==> config.mk <==
export PLATFORM = sky130hd
export DESIGN_NAME = irq_concentrator
export DESIGN_NICKNAME = d
export VERILOG_FILES = /design/src/rtl/irqc_pkg.sv /design/src/rtl/irqc_vec_enc.sv /design/src/rtl/irqc_ctrl.sv /design/src/rtl/irqc_datapath.sv /design/src/rtl/irq_concentrator.sv
export SDC_FILE = /design/constraint.sdc
export NUM_CORES = 1
export LEC_CHECK = 0
export BUFFER_PORTS_ARGS = -buffer_cell sky130_fd_sc_hd__buf_4
export CELL_PAD_IN_SITES_DETAIL_PLACEMENT = 2
export CELL_PAD_IN_SITES_GLOBAL_PLACEMENT = 2
export CORE_AREA = 2 2 104 106
export DETAILED_ROUTE_END_ITERATION = 16
export DIE_AREA = 0 0 106 108
export PLACE_DENSITY_LB_ADDON = 0.1
export SYNTH_ARGS = -nofsm -noshare
export SYNTH_HDL_FRONTEND = slang
export SYNTH_HIERARCHICAL = 1
export SYNTH_SLANG_ARGS = --single-unit
==> constraint.sdc <==
create_clock -name clk -period 5.9 [get_ports clk]
set_input_delay 1.18 -clock clk [delete_from_list [all_inputs] [get_ports clk]]
set_output_delay 1.18 -clock clk [all_outputs]
set_load 0.01 [all_outputs]
==> src/rtl/irqc_pkg.sv <==
package irqc_pkg;

  // register byte offsets; the vector offset carries a read side effect
  localparam int unsigned MASK_OFS = 0;
  localparam int unsigned VEC_OFS  = 4;

  // decoded bus actions handed from control to datapath
  typedef struct packed {
    logic maskWr;    // write to the enable mask
    logic maskRd;    // read of the enable mask
    logic vecRd;     // read of the vector
    logic vecTouch;  // any access at the vector offset
    logic zeroRd;    // read of an unmapped offset
  } busStrobes_t;

endpackage

==> src/rtl/irqc_vec_enc.sv <==
module irqc_vec_enc #(
  parameter int unsigned LINES  = 15,
  parameter int unsigned OUT_W  = 32,
  parameter int unsigned SHIFT  = 2
) (
  input  logic [LINES-1:0] lines,
  output logic [OUT_W-1:0] vector
);

  // descending scan: the last hit written is the lowest set index
  always_comb begin
    vector = '0;
    for (int i = LINES - 1; i >= 0; i--) begin
      if (lines[i]) vector = OUT_W'((i + 1) << SHIFT);
    end
  end

endmodule

==> src/rtl/irqc_ctrl.sv <==
module irqc_ctrl
  import irqc_pkg::*;
#(
  parameter int unsigned ADDR_W = 8
) (
  input  logic [ADDR_W-1:0] regAddr,
  input  logic              regWrEn,
  input  logic              regRdEn,
  output busStrobes_t       strobes
);

  logic hitMask;
  logic hitVec;

  assign hitMask = (regAddr == ADDR_W'(MASK_OFS));
  assign hitVec  = (regAddr == ADDR_W'(VEC_OFS));

  always_comb begin
    strobes          = '0;
    strobes.maskWr   = regWrEn && hitMask;
    strobes.maskRd   = regRdEn && hitMask;
    strobes.vecRd    = regRdEn && hitVec;
    strobes.vecTouch = (regRdEn || regWrEn) && hitVec;
    strobes.zeroRd   = regRdEn && !hitMask && !hitVec;
  end

endmodule

==> src/rtl/irqc_datapath.sv <==
module irqc_datapath
  import irqc_pkg::*;
#(
  parameter int unsigned LINE_CNT = 16,
  parameter int unsigned DATA_W   = 32
) (
  input  logic                clk,
  input  logic                rstN,
  input  logic [LINE_CNT-1:0] reqIn,
  input  logic [DATA_W-1:0]   regWrData,
  input  busStrobes_t         strobes,
  output logic [DATA_W-1:0]   regRdData,
  output logic                irqShared,
  output logic                irqSolo
);

  localparam int unsigned LOW_CNT = LINE_CNT - 1;
  localparam int unsigned TOP_IDX = LINE_CNT - 1;

  logic [LINE_CNT-1:0] pendReg;
  logic [LINE_CNT-1:0] maskReg;
  logic [LINE_CNT-1:0] maskNew;
  logic [DATA_W-1:0]   vecVal;

  logic oldMaskedLow, newMaskedLow, chgLow, riseLow, fallLow;
  logic oldMaskedTop, newMaskedTop, chgTop, riseTop, fallTop;

  irqc_vec_enc #(
    .LINES (LOW_CNT),
    .OUT_W (DATA_W),
    .SHIFT (2)
  ) u_enc (
    .lines  (pendReg[LOW_CNT-1:0]),
    .vector (vecVal)
  );

  assign maskNew = regWrData[LINE_CNT-1:0];

  // masked state before and after a mask write
  assign oldMaskedLow = |(pendReg[LOW_CNT-1:0] & maskReg[LOW_CNT-1:0]);
  assign newMaskedLow = |(pendReg[LOW_CNT-1:0] & maskNew[LOW_CNT-1:0]);
  assign chgLow       = strobes.maskWr && (oldMaskedLow != newMaskedLow);
  assign oldMaskedTop = pendReg[TOP_IDX] & maskReg[TOP_IDX];
  assign newMaskedTop = pendReg[TOP_IDX] & maskNew[TOP_IDX];
  assign chgTop       = strobes.maskWr && (oldMaskedTop != newMaskedTop);

  // request events seen as the pending register is about to update
  assign riseLow = |(reqIn[LOW_CNT-1:0] & ~pendReg[LOW_CNT-1:0]);
  assign fallLow = (|pendReg[LOW_CNT-1:0]) && !(|reqIn[LOW_CNT-1:0]);
  assign riseTop = reqIn[TOP_IDX] && !pendReg[TOP_IDX];
  assign fallTop = !reqIn[TOP_IDX] && pendReg[TOP_IDX];

  always_ff @(posedge clk) begin
    if (!rstN) begin
      pendReg <= '0;
      maskReg <= '0;
    end else begin
      pendReg <= reqIn;
      if (strobes.maskWr) maskReg <= maskNew;
    end
  end

  // shared output: vector access > mask change > fall > rise > hold
  always_ff @(posedge clk) begin
    if (!rstN) begin
      irqShared <= 1'b0;
    end else if (strobes.vecTouch) begin
      irqShared <= 1'b0;
    end else if (chgLow) begin
      irqShared <= newMaskedLow;
    end else if (fallLow) begin
      irqShared <= 1'b0;
    end else if (riseLow) begin
      irqShared <= 1'b1;
    end
  end

  // solo output: mask change > fall > rise > hold
  always_ff @(posedge clk) begin
    if (!rstN) begin
      irqSolo <= 1'b0;
    end else if (chgTop) begin
      irqSolo <= newMaskedTop;
    end else if (fallTop) begin
      irqSolo <= 1'b0;
    end else if (riseTop) begin
      irqSolo <= 1'b1;
    end
  end

  always_ff @(posedge clk) begin
    if (!rstN) begin
      regRdData <= '0;
    end else if (strobes.maskRd) begin
      regRdData <= DATA_W'(maskReg);
    end else if (strobes.vecRd) begin
      regRdData <= vecVal;
    end else if (strobes.zeroRd) begin
      regRdData <= '0;
    end
  end

  // pending register tracks inputs one clock late
  a_r7_pend_follows: assert property (@(posedge clk) disable iff (!rstN)
    rstN |=> pendReg == $past(reqIn));

  // vector access leaves the shared output low
  a_r6_vec_clears: assert property (@(posedge clk) disable iff (!rstN)
    strobes.vecTouch |=> !irqShared);

  // mask holds the written value
  a_r3_mask_written: assert property (@(posedge clk) disable iff (!rstN)
    strobes.maskWr |=> maskReg == $past(maskNew));

  // a vector read yields a multiple of four within range
  a_r5_vec_range: assert property (@(posedge clk) disable iff (!rstN)
    strobes.vecRd |=> (regRdData[1:0] == 2'b00) &&
                      (regRdData <= DATA_W'(LOW_CNT * 4)));

  // unmapped read returns zero
  a_r8_zero_read: assert property (@(posedge clk) disable iff (!rstN)
    strobes.zeroRd |=> regRdData == '0);

  // solo output only rises from a line rise or a mask write
  a_r2_solo_cause: assert property (@(posedge clk) disable iff (!rstN)
    $rose(irqSolo) |-> $past(riseTop || strobes.maskWr));

  // read data holds without a read
  a_r10_rd_hold: assert property (@(posedge clk) disable iff (!rstN)
    !(strobes.maskRd || strobes.vecRd || strobes.zeroRd) |=> $stable(regRdData));

endmodule

==> src/rtl/irq_concentrator.sv <==
module irq_concentrator
  import irqc_pkg::*;
#(
  parameter int unsigned LINE_CNT = 16,
  parameter int unsigned ADDR_W   = 8,
  parameter int unsigned DATA_W   = 32
) (
  input  logic                clk,
  input  logic                rstN,
  input  logic [ADDR_W-1:0]   regAddr,
  input  logic                regWrEn,
  input  logic                regRdEn,
  input  logic [DATA_W-1:0]   regWrData,
  output logic [DATA_W-1:0]   regRdData,
  input  logic [LINE_CNT-1:0] reqIn,
  output logic                irqShared,
  output logic                irqSolo
);

  busStrobes_t strobes;

  irqc_ctrl #(
    .ADDR_W (ADDR_W)
  ) u_ctrl (
    .regAddr (regAddr),
    .regWrEn (regWrEn),
    .regRdEn (regRdEn),
    .strobes (strobes)
  );

  irqc_datapath #(
    .LINE_CNT (LINE_CNT),
    .DATA_W   (DATA_W)
  ) u_dp (
    .clk       (clk),
    .rstN      (rstN),
    .reqIn     (reqIn),
    .regWrData (regWrData),
    .strobes   (strobes),
    .regRdData (regRdData),
    .irqShared (irqShared),
    .irqSolo   (irqSolo)
  );

endmodule

**Word level (Yosys, flattened, before mapping)**

Index checks and enable logic that the tools add are counted.

- Add/subtract/negate cells: 0
- Multipliers: 0
- Div/mod/pow operators: 0
- Order comparisons: 0
- Equal/unequal tests: 3
- Shift operators: 0
- Mux-type cells: 24
- Bitwise logic cells: 7
- Reductions and logical operators: 29

Operator list:

| kind | count |
|---|---|
| $mux 32 | 16 |
| $reduce_or 15->1 | 5 |
| $and 15x15->15 | 3 |
| $mux 16 | 1 |
| $not 15->15 | 1 |
| $logic_and 1x1->1 | 11 |
| $reduce_bool 3->1 | 3 |
| $eq 8x3->1 const B | 1 |
| $logic_not 8->1 | 1 |
| $mux 1 | 6 |
| $mux 6 | 1 |
| $logic_not 1->1 | 5 |
| $reduce_or 2->1 | 2 |
| $and 1x1->1 | 2 |
| $ne 1x1->1 | 2 |
| $reduce_bool 2->1 | 1 |
| $logic_or 1x1->1 | 1 |
| $not 1->1 | 1 |

- Register bits: 66
- Bits in latches: 0
- Bits in writable memories: 0
- ROM bits: 0
- Input port bits: 60
- Logic and storage cells: 69
- Memories kept: 0

**Depth between registers and ports, before layout**

- Word-level depth: 17
- Depth in mapped cells: 9
- Gate-level depth less buffers: 8

**By module**

The synthesis kept the hierarchy.

By module, submodules not included:

| module | times used | cells each | area an instance (um^2) | seq. area each (um^2) |
|---|---|---|---|---|
| irqc_datapath | 1 | 327 | 2802.7 | 1321.3 |
| irqc_vec_enc | 1 | 58 | 366.6 | 0.0 |
| irqc_ctrl | 1 | 10 | 68.8 | 0.0 |

**Worst setup path after synthesis**

No wires, ideal clock.

- Path kind: input to register
- Start point: input regAddr[7]
- End point: register u_dp.regRdData[16]
- Library setup time: 0.128 ns
- Arrival time: 2.833 ns
- Data required time: 5.772 ns
- Path slack: 2.940 ns
- Stages on the path: 7
- Path through: or4_4 nor4b_2 clkbuf_1 nand2b_1 clkbuf_1 clkbuf_1 nor2_1

RTL lines:

| element | RTL line | RTL |
|---|---|---|
| start, declared | irq_concentrator.sv:10 | `input logic [ADDR_W-1:0] regAddr,` |
| end signal, assigned | irqc_datapath.sv:95 | `regRdData <= DATA_W'(maskReg);` |
| end signal, assigned | irqc_datapath.sv:97 | `regRdData <= vecVal;` |
| end, declared | irqc_datapath.sv:12 | `output logic [DATA_W-1:0] regRdData,` |

==> results.cfg <==
[outcome]
status = finished clean

[power]
p_clk_frac = 0.434
p_sw_frac = 0.2495
power_density_mw_per_mm2 = 238.6
p_seq_frac = 0.482
combPwrFrac = 0.084
vdd_ir_drop_max_v = 0.00008263
p_switching_mw = 0.2421
internal_power_mw = 0.7282
leakage_nw = 1.647

[synth]
synth_edf_count = 0
synth.area.top_cells = dfxtp_1, nor2_1, a21oi_1
synth_cells = 395
synth_cell_type_count = 42
yosys-top-cells-count = nor2_1, dfxtp_1, a21oi_1, nor3b_1, buf_4
synth_top_area_cell = dfxtp_1
netlist.area_leader.share = 0.4080
synth-main-ff-cell = dfxtp_1
synth_seq_area_share = 0.4080
ys_ff_latch = 66
synth-compound-area-share = 0.1577
synth_top_family_by_area = simple AND/OR/NAND/NOR gates
syn_avg_cell_area_sq_um = 8.198
synthMuxAreaShare = 0.04946
synth_xor_area_frac = 0
synth_most_common_cell = nor2_1
ys_warn_count = 6
async_flop_share = 0
syn_area_sq_mm = 0.003238
yosys.area_share.adder = 0
synth_simple_gate_area_share = 0.2805

[timing]
finalMaxSlewViolations = 0
setup_tns_ns = 0
fmax_ghz = 0.3326
slew_headroom = 0.4610
rsz0062_at_grt = no
worst_pin_slew_ns = 0.7882
setup_viol = 0
post-route-period-util = 0.5096
fin_crit_ns = 3.006
hold_viol = 0
fin_skew_ns = 0.008412

[placement]
place_hpwl_um = 7337
port_buffers = 77
gp_congestion = 0.8315

[critical_path]
worstSetupStartpoint = regAddr[7]
cpPeakStageDelay_ns = 0.58
crit_fanout = 64
reg2reg_from = u_dp/pendReg[8]
critPathSlowestCell = or4_4
rrSetupSlack_ns = 3.84
worstSetupPathType = input port to flip-flop
worstPathArrival_ns = 3.22
end_kind = flip-flop
reg2reg_to = u_dp/irqShared
path_cells = buf_4, or4_4, nor3_2, buf_4, nor3b_1, a21oi_1, nor2_1, a21oi_1, nor2_1
critPathRequiredTime_ns = 6.12
crit_end = u_dp/regRdData[7]
r2r_cells = 5
start_kind = input port

[die]
core_sq_mm = 0.01023
die_h_um = 108
num_rows = 37
ios = 94
fp.dieW_um = 106
start_util = 0.3165
die_area_sq_mm = 0.01145

[clocking]
cts_root_buffer = clkbuf_8
post-cts-setup-buffer-count = 0
cts.sinks = 66
cts_hold_buf = 0
cts_max_path_buffers = 2
htreeDepth = 3
cts_resized = 0
cts_buffers = 9
clk_latency_ns = 0.34
cts.clk_slew.worst_paths_ns = 0.08
cts_tree = yes

[global_routing]
grt_pass1_wl_um = 16440
grt_start_max_net_pins = 65
grt-ovfl-total = 0
antenna_found_initial = 0
grt_use_total = 0.1847
grt_pass1_vias = 3138

[final_layout]
n_fill_cell = 1174
area_growth_syn_to_layout_pct = 25.58
drive_gt1_frac = 0.2234
nets = 525
antenna_cells = 0
finish.utilization = 0.3975

[worst_hold_path]
hold_class = flip-flop to flip-flop

[route]
drt-initial-drc-count = 104
drc = 0
routed_via_density = 4.987
routed_wl_um = 10330
vias = 3022
drtAntennaViolNets = 0
first_pass_iters = 4
post_drt_wl_per_cell_um = 17.05

[flow_run]
cap_viol_max_count = 0
[critical path, delay by kind of cell]
| family | cells | cell delay (ns) |
|---|---|---|
| buffers and inverters | 2 | 0.64 |
| AO/OA/AOI/OAI | 2 | 0.32 |
| AND/OR/NAND/NOR | 5 | 1.02 |
[state kept, by name, summed over array words and instances, names as in the netlist]
name            flops
u_dp/pendReg       16
u_dp/irqSolo        1
u_dp/irqShared      1
u_dp/regRdData     32
u_dp/maskReg       16
[through the flow]
step | total power, mW | cell area, sq um | std cells | hold WS [ns] | worst slack, ns
after floorplan | 0.5226 | 3339 | 422 | 0.4747 | 2.940
after global placement | 0.5559 | 3849 | 590 | 0.5111 | 2.554
after detailed placement | 0.5587 | 3849 | 590 | 0.5229 | 2.512
after CTS | 0.9841 | 4066 | 606 | 0.5363 | 2.876
after global routing | 1.020 | 4066 | 606 | 0.5714 | 2.722
final | 0.9703 | 4066 | 606 | 0.5279 | 2.894
[power groups by stage]
stage,sequential (mW),clock [mW],combinational (mW)
finish,0.468,0.421,0.0814
global route,0.469,0.461,0.0909
CTS,0.467,0.435,0.0819
detailed placement,0.478,0,0.0809
global placement,0.477,0,0.0784
floorplan,0.472,0,0.0505
[metal layers]
layer	share of wire	vias up	track usage
met5	0	-	0
met4	0.018	0	0.06673
met3	0.029	11	0.03677
met2	0.51	56	0.3230
met1	0.45	1484	0.2260
li1	-	1471	-
[placed cells by master (no fill, tap or decap), drive strengths merged, types with 2 or more instances in the layout]
cell type / Yosys / layout
a21oi: 53 / 53
clkinvlp: 0 / 2
bufinv: 0 / 2
conb: 1 / 28
clkbuf: 14 / 9
nand4: 4 / 4
nor2b: 12 / 12
a222oi: 2 / 2
or4: 3 / 3
a22oi: 9 / 9
a2111oi: 5 / 5
dfxtp: 66 / 66
a221oi: 2 / 2
and2: 16 / 16
buf: 36 / 82
nor2: 76 / 76
a22o: 2 / 2
clkinv: 1 / 4
mux2i: 16 / 16
nor4: 9 / 9
inv: 9 / 9
nand2: 4 / 4
o21ai: 3 / 3
nand3: 3 / 3
nor3b: 32 / 32
nor3: 5 / 5
[logic make-up (layout without fill, tap and decap cells)]
group	after synthesis	count (layout)
other	1	28
muxes	16	16
AOI/OAI and AO/OA	84	84
and+or+nand+nor	168	168
DFF	66	66
buffers and inverters	60	108
[layout make-up]
class	count	area, sq um	share of cell area
clock buffers	9	123.9	0.03046
clock inverters	7	93.84	0.02308
inverters	10	37.54	0.009231
multi-input cells	296	1704	0.4191
flip-flops and latches	66	1321	0.3249
well taps	136	170.2	0.04185
repair buffers	82	615.6	0.1514
[worst min-delay path by stage]
stage / start / end / slack [ns] / cells past startpoint
2_1_floorplan: u_dp/maskReg[1] / u_dp/regRdData[1] / 0.47 / 2
4_1_cts: u_dp/maskReg[9] / u_dp/regRdData[9] / 0.54 / 2
3_3_place_gp: u_dp/maskReg[2] / u_dp/regRdData[2] / 0.51 / 2
3_5_place_dp: u_dp/maskReg[9] / u_dp/regRdData[9] / 0.52 / 2
6_report: u_dp/maskReg[9] / u_dp/regRdData[9] / 0.53 / 2
5_1_grt: u_dp/maskReg[9] / u_dp/regRdData[9] / 0.57 / 2
No activity file was read; power rests on OpenSTA's default activity.
